===== src/rtl/idp_pkg.sv =====
package idp_pkg;
    localparam int BYTE_W = 8;

    typedef enum logic [2:0] {
        S_IDLE,
        S_SKIP,
        S_AHI,
        S_ALO,
        S_WDAT,
        S_LDAT,
        S_LDONE,
        S_READ
    } idp_state_e;
endpackage


===== src/rtl/idp_seq.sv =====
module idp_seq
    import idp_pkg::*;
#(
    parameter int          AW       = 6,
    parameter logic [3:0]  DEV_ID   = 4'b1011,
    parameter int          SEL_BIT  = 2,
    parameter int          LOCK_BIT = 1
) (
    input  logic              clk,
    input  logic              rst_n,
    input  logic              ev_dev,
    input  logic [3:0]        dev_code,
    input  logic              dev_rnw,
    input  logic              byte_vld,
    input  logic [BYTE_W-1:0] byte_dat,
    input  logic              ev_stop,
    input  logic              rd_req,
    input  logic              locked,
    output logic              stage_we,
    output logic [AW-1:0]     stage_addr,
    output logic [BYTE_W-1:0] stage_dat,
    output logic              stage_clr,
    output logic              commit,
    output logic              lock_set,
    output logic              rd_en,
    output logic [AW-1:0]     rd_addr,
    output logic              ack_vld,
    output logic              ack_ok
);
    localparam logic [AW-1:0] PTR_ONE = {{(AW-1){1'b0}}, 1'b1};

    idp_state_e  state_q, state_d;
    logic [AW-1:0] ptr_q, ptr_d;
    logic        a10_q, a10_d;
    logic        arm_q, arm_d;
    logic        byte_take;
    logic        owns_byte;
    logic        refuse;

    assign byte_take = byte_vld && !ev_dev;

    // state register
    always_ff @(posedge clk or negedge rst_n) begin
        if (!rst_n) begin
            state_q <= S_IDLE;
            ptr_q   <= '0;
            a10_q   <= 1'b0;
            arm_q   <= 1'b0;
        end else begin
            state_q <= state_d;
            ptr_q   <= ptr_d;
            a10_q   <= a10_d;
            arm_q   <= arm_d;
        end
    end

    // next state
    always_comb begin
        state_d = state_q;
        ptr_d   = ptr_q;
        a10_d   = a10_q;
        arm_d   = arm_q;
        if (byte_take) begin
            unique case (state_q)
                S_AHI: begin
                    a10_d   = byte_dat[SEL_BIT];
                    state_d = S_ALO;
                end
                S_ALO: begin
                    ptr_d   = byte_dat[AW-1:0];
                    state_d = a10_q ? S_LDAT : S_WDAT;
                end
                S_WDAT: begin
                    if (!locked) ptr_d = ptr_q + PTR_ONE;
                end
                S_LDAT: begin
                    arm_d   = byte_dat[LOCK_BIT];
                    state_d = S_LDONE;
                end
                S_IDLE, S_SKIP, S_LDONE, S_READ: ;
                default: ;
            endcase
        end
        if (rd_req && state_q == S_READ) ptr_d = ptr_q + PTR_ONE;
        if (ev_stop) begin
            state_d = S_IDLE;
            arm_d   = 1'b0;
        end else if (ev_dev) begin
            arm_d = 1'b0;
            if (dev_code != DEV_ID) state_d = S_SKIP;
            else                    state_d = dev_rnw ? S_READ : S_AHI;
        end
    end

    // outputs
    always_comb begin
        owns_byte = 1'b0;
        refuse    = 1'b0;
        unique case (state_q)
            S_AHI, S_ALO, S_LDAT, S_LDONE: owns_byte = 1'b1;
            S_WDAT: begin
                owns_byte = 1'b1;
                refuse    = locked;
            end
            S_IDLE, S_SKIP, S_READ: owns_byte = 1'b0;
            default: owns_byte = 1'b0;
        endcase
        stage_we   = byte_take && state_q == S_WDAT && !locked;
        stage_addr = ptr_q;
        stage_dat  = byte_dat;
        stage_clr  = ev_stop || ev_dev;
        commit     = ev_stop && state_q == S_WDAT;
        lock_set   = ev_stop && ((state_q == S_LDAT && byte_take && byte_dat[LOCK_BIT])
                               || (state_q == S_LDONE && arm_q));
        rd_en      = rd_req && state_q == S_READ;
        rd_addr    = ptr_q;
    end

    always_ff @(posedge clk or negedge rst_n) begin
        if (!rst_n) begin
            ack_vld <= 1'b0;
            ack_ok  <= 1'b0;
        end else begin
            ack_vld <= byte_take && owns_byte;
            ack_ok  <= byte_take && owns_byte && !refuse;
        end
    end
endmodule


===== src/rtl/idp_store.sv =====
module idp_store
    import idp_pkg::*;
#(
    parameter int PAGE_BYTES = 64,
    localparam int AW = $clog2(PAGE_BYTES)
) (
    input  logic              clk,
    input  logic              rst_n,
    input  logic              stage_we,
    input  logic [AW-1:0]     stage_addr,
    input  logic [BYTE_W-1:0] stage_dat,
    input  logic              stage_clr,
    input  logic              commit,
    input  logic              lock_set,
    input  logic              rd_en,
    input  logic [AW-1:0]     rd_addr,
    output logic [BYTE_W-1:0] rd_data,
    output logic              locked
);
    logic [PAGE_BYTES-1:0][BYTE_W-1:0] page_q;
    logic [PAGE_BYTES-1:0][BYTE_W-1:0] stg_q;
    logic [PAGE_BYTES-1:0]             msk_q;
    logic [PAGE_BYTES-1:0]             hit;

    for (genvar g = 0; g < PAGE_BYTES; g++) begin : g_hit
        assign hit[g] = stage_we && (stage_addr == AW'(g));
    end

    always_ff @(posedge clk or negedge rst_n) begin
        if (!rst_n) begin
            page_q <= '1;
            stg_q  <= '0;
            msk_q  <= '0;
        end else begin
            for (int i = 0; i < PAGE_BYTES; i++) begin
                if (hit[i]) stg_q[i] <= stage_dat;
                if (commit && hit[i])          page_q[i] <= stage_dat;
                else if (commit && msk_q[i])   page_q[i] <= stg_q[i];
                if (stage_clr)   msk_q[i] <= 1'b0;
                else if (hit[i]) msk_q[i] <= 1'b1;
            end
        end
    end

    always_ff @(posedge clk or negedge rst_n) begin
        if (!rst_n) begin
            locked  <= 1'b0;
            rd_data <= '0;
        end else begin
            if (lock_set) locked <= 1'b1;
            if (rd_en)    rd_data <= page_q[rd_addr];
        end
    end
endmodule


===== src/rtl/idp_lock_ctrl.sv =====
module idp_lock_ctrl
    import idp_pkg::*;
#(
    parameter int          PAGE_BYTES = 64,
    parameter logic [3:0]  DEV_ID     = 4'b1011,
    parameter int          SEL_BIT    = 2,
    parameter int          LOCK_BIT   = 1
) (
    input  logic       clk,
    input  logic       rst_n,
    input  logic       ev_dev,
    input  logic [3:0] dev_code,
    input  logic       dev_rnw,
    input  logic       byte_vld,
    input  logic [7:0] byte_dat,
    input  logic       ev_stop,
    input  logic       rd_req,
    output logic       ack_vld,
    output logic       ack_ok,
    output logic [7:0] rd_data,
    output logic       locked
);
    localparam int AW = $clog2(PAGE_BYTES);

    logic              stage_we, stage_clr, commit, lock_set, rd_en;
    logic [AW-1:0]     stage_addr, rd_addr;
    logic [BYTE_W-1:0] stage_dat;

    idp_seq #(
        .AW(AW), .DEV_ID(DEV_ID), .SEL_BIT(SEL_BIT), .LOCK_BIT(LOCK_BIT)
    ) u_seq (
        .clk(clk), .rst_n(rst_n), .ev_dev(ev_dev), .dev_code(dev_code),
        .dev_rnw(dev_rnw), .byte_vld(byte_vld), .byte_dat(byte_dat),
        .ev_stop(ev_stop), .rd_req(rd_req), .locked(locked),
        .stage_we(stage_we), .stage_addr(stage_addr), .stage_dat(stage_dat),
        .stage_clr(stage_clr), .commit(commit), .lock_set(lock_set),
        .rd_en(rd_en), .rd_addr(rd_addr), .ack_vld(ack_vld), .ack_ok(ack_ok)
    );

    idp_store #(.PAGE_BYTES(PAGE_BYTES)) u_store (
        .clk(clk), .rst_n(rst_n), .stage_we(stage_we), .stage_addr(stage_addr),
        .stage_dat(stage_dat), .stage_clr(stage_clr), .commit(commit),
        .lock_set(lock_set), .rd_en(rd_en), .rd_addr(rd_addr),
        .rd_data(rd_data), .locked(locked)
    );
endmodule


===== config.mk =====
export PLATFORM = sky130hd
export DESIGN_NAME = idp_lock_ctrl
export DESIGN_NICKNAME = d
export VERILOG_FILES = /design/src/rtl/idp_pkg.sv /design/src/rtl/idp_seq.sv /design/src/rtl/idp_store.sv /design/src/rtl/idp_lock_ctrl.sv
export SDC_FILE = /design/constraint.sdc
export NUM_CORES = 2
export LEC_CHECK = 0
export ABC_CLOCK_PERIOD_IN_PS = 5900
export BUFFER_PORTS_ARGS = -buffer_cell sky130_fd_sc_hd__buf_2
export CORE_MARGIN = 10
export CORE_UTILIZATION = 30
export DETAILED_ROUTE_END_ITERATION = 10
export SLEW_MARGIN = 10
export SYNTH_ARGS = -nofsm -noshare
export SYNTH_HDL_FRONTEND = slang
export SYNTH_HIERARCHICAL = 1
export SYNTH_SLANG_ARGS = --single-unit

===== constraint.sdc =====
create_clock -name clk -period 5.9 [get_ports clk]
set_input_delay 0.885 -clock clk [delete_from_list [all_inputs] [get_ports clk]]
set_output_delay 0.885 -clock clk [all_outputs]
set_load 0.05 [all_outputs]

==> flow_metrics.env <==
export IMPL_p_int_uw=12200
export IMPL_synth_cells=3865
export IMPL_p_leak_uw=0.0238
export IMPL_port_buffers=29
export IMPL_cts_root_buffer="clkbuf_16"
export IMPL_max_stage_delay_ns=0.86
export IMPL_min_path_type="input port to async pin"
export IMPL_path_max_fanout=15
export IMPL_hpwl_um=74900
export IMPL_power_switching_uw=3530
export IMPL_start_kind="flop"
export IMPL_synthMostInstantiatedCell="mux2_2"
export IMPL_grt_pass1_wl_um=191000
export IMPL_synth_ff_type="dfrtp_1"
export IMPL_max_freq_mhz=224
export IMPL_clkPwrFrac_pct=47.7
export IMPL_cts_resized=0
export IMPL_grt_max_degree=184
export IMPL_cts_made_buffers=116
export IMPL_r2r_start="u_seq/state_q[2]"
export IMPL_multiInputGateArea_um2=18900
export IMPL_totalWireLength_um=123000
export IMPL_final_cells=6075
export IMPL_r2r_end="u_store/page_q[20]"
export IMPL_combPwrFrac_pct=3.5
export IMPL_yosysUniqueCellTypes=60
export IMPL_pin_count=30
export IMPL_wl_per_cell_um=20.3
export IMPL_synth_top_cells_by_area="dfrtp_1 31%, dfstp_2 28%, mux2_2 16%"
export IMPL_initial_core_util_pct=30.2
export IMPL_peakVddDrop_uv=231
export IMPL_hold_viol=0
export IMPL_period_minus_slack_ns=4.47
export IMPL_synth_top_area_share_pct=30.8
export IMPL_post_cts_setup_buffers=0
export IMPL_yosysTopAreaCell="dfrtp_1"
export IMPL_status="completed"
export IMPL_synth_area_um2=48600
export IMPL_grt_pass1_vias=30773
export IMPL_area_growth_pct=13.0
export IMPL_cp_slowest_cell="nor3_1"
export IMPL_core_rowCount=147
export IMPL_die_w_um=423
export IMPL_ys_top_cells_by_count="678 x mux2_2, 598 x dfrtp_1, 512 x dfstp_2, 503 x nand2_1, 301 x nor2_1"
export IMPL_swShare_pct=22.4
export IMPL_clock_latency_ns=0.70
export IMPL_rsz0062_at_grt="no"
export IMPL_cts_tree="built"
export IMPL_seq_power_share_pct=48.8
export IMPL_slew_viol_final=0
export IMPL_drt_iter0_markers=2342
export IMPL_end_kind="flop"
export IMPL_required_ns=6.51
export IMPL_viasPerCell=5.02
export IMPL_synth_edf_count=0
export IMPL_clkTransAtPathRegs_ns=0.06
export IMPL_antenna_found_initial=0
export IMPL_fin_tns_setup_ns=0
export IMPL_cts_sinks=1110
export IMPL_cap_viol_max_count=0
export IMPL_grt_usage_pct=13.4
export IMPL_avgSynthCellArea_um2=12.6
export IMPL_rr_worst_depth=7
export IMPL_setup_violations=0
export IMPL_clock_path_buffers=3
export IMPL_cts_hold_buf=0
export IMPL_drtPass1Iterations=5
export IMPL_crit_start="u_seq/state_q[2]"
export IMPL_p_per_area_nw_per_um2=287
export IMPL_arrival_ns=5.08
export IMPL_die_h_um=423
export IMPL_drive_above_1_share_pct=42.5
export IMPL_route_detailed_drc=0
export IMPL_ys_seq_area_share_pct=58.4
export IMPL_gr_total_overflow=0
export IMPL_register_area_um2=28400
export IMPL_n_fill_cell=15720
export IMPL_clock_skew_ns=0.0340
export IMPL_reg2reg_slack_ns=1.43
export IMPL_syn_nets=3885
export IMPL_place_gp_congestion=0.811
export IMPL_worstPathCellList="or3b_1, nor3_1, nor3b_2, buf_4, nand2_1, a21boi_1, mux2_2"
export IMPL_vias=30516
export IMPL_layout_nets=3833
export IMPL_yosysWarnings=6
export IMPL_ant_nets=0
export IMPL_dp_cells=5855
export IMPL_worst_slew_pin_slew_ns=1.15
export IMPL_worst_setup_path_type="flop to flop"
export IMPL_post_route_period_util_pct=75.7
export IMPL_synth_seq_cells=1110
export IMPL_die_area_um2=179000
export IMPL_core_area_um2=161000
export IMPL_synthArstFlopShare_pct=100
export IMPL_slew_headroom_pct=23.4
export IMPL_cts_htree_levels=3
[layout by cell type (no fill, tap or decap), types with 33 or more instances in the layout]
cell,Yosys,routed
mux2_2,678,678
dfrtp_1,598,595
dfstp_2,512,512
nand2_1,503,503
nor2_1,301,301
a21oi_1,280,280
o22ai_1,240,240
mux4_2,120,120
clkbuf_16,0,117
buf_4,15,69
inv_1,54,54
mux2i_1,47,47
a21boi_2,33,33
[layer usage]
layer / wire length [um] / vias up / part of all wire [%] / GRT usage, %
met2: 56700 / 639 / 46 / 21.0
met1: 57800 / 15997 / 47 / 19.0
met4: 3970 / 0 / 3.2 / 4.22
met3: 4660 / 186 / 3.8 / 1.81
met5: 0 / - / 0 / 0
li1: - / 13694 / - / -
[per-stage QoR]
stage / hold slack, ns / total power (uW) / setup slack, ns / cell area (um2) / utilization, %
3_3_place_gp: 0.447 / 8370 / 1.62 / 51000 / 31.7
6_report: 0.203 / 15800 / 1.43 / 55000 / 34.2
4_1_cts: 0.198 / 16000 / 1.51 / 55000 / 34.2
3_5_place_dp: 0.446 / 8380 / 1.53 / 51000 / 31.7
5_1_grt: 0.221 / 16300 / 1.25 / 55000 / 34.2
2_1_floorplan: 0.437 / 8050 / 2.74 / 48600 / -
[sequential cells by signal, indices dropped and copies added (netlist names)]
| signal | flops |
|---|---|
| u_store/page_q | 512 |
| u_store/stg_q | 512 |
| u_store/msk_q | 64 |
| u_store/rd_data | 8 |
| u_seq/rd_addr | 6 |
| u_seq/state_q | 3 |
| u_seq/a10_q | 1 |
| u_seq/ack_ok | 1 |
| u_seq/ack_vld | 1 |
| u_seq/arm_q | 1 |
| u_store/locked | 1 |
[power groups by stage]
| stage | registers, uW | clock network, uW | logic (uW) |
|---|---|---|---|
| 4_1_cts | 7700 | 7700 | 561 |
| 2_1_floorplan | 7780 | 0 | 262 |
| 6_report | 7700 | 7520 | 546 |
| 3_5_place_dp | 7820 | 0 | 559 |
| 3_3_place_gp | 7820 | 0 | 554 |
| 5_1_grt | 7700 | 8000 | 594 |
[final cells by class]
type | instances | share of cell area (%)
Timing Repair Buffer | 99 | 1.46
Multi-Input combinational cell | 2432 | 34.4
Clock inverter | 41 | 0.897
Sequential cell | 1110 | 51.7
Antenna cell | 1 | 0.00455
Tap cell | 2160 | 4.92
Clock buffer | 178 | 6.29
Inverter | 54 | 0.369
[how the worst max path moves through the flow]
stage / to / slack [ns] / cells after the start
after global placement: u_store/page_q[17] / 1.62 / 8
after CTS: u_store/page_q[20] / 1.51 / 7
after global routing: u_store/page_q[18] / 1.25 / 7
after floorplan: u_store/page_q[112] / 2.74 / 9
final: u_store/page_q[20] / 1.43 / 7
after detailed placement: u_store/page_q[96] / 1.53 / 7
[cells by family (layout without fill, tap and decap cells)]
logic type,after synthesis,count (layout),share of synthesized area (%)
AOI/OAI and AO/OA,668,668,8.54
xor gates and xnor gates,1,1,0.0180
adders and majority gates,1,1,0.0257
buffers and inverters,323,372,2.76
DFF,1110,1110,58.4
muxes,853,853,22.4
other,0,1,0
and+or+nand+nor,909,909,7.82
[worst max-delay path: cells and delay by family (launching register included)]
kind / cells / cell delay, ns
compound gates: 1 / 0.75
simple gates: 4 / 2.17
buf+inv: 1 / 0.38
mux: 1 / 0.41
flops: 1 / 0.63
Note: power is estimated with default switching activity, not from simulation.
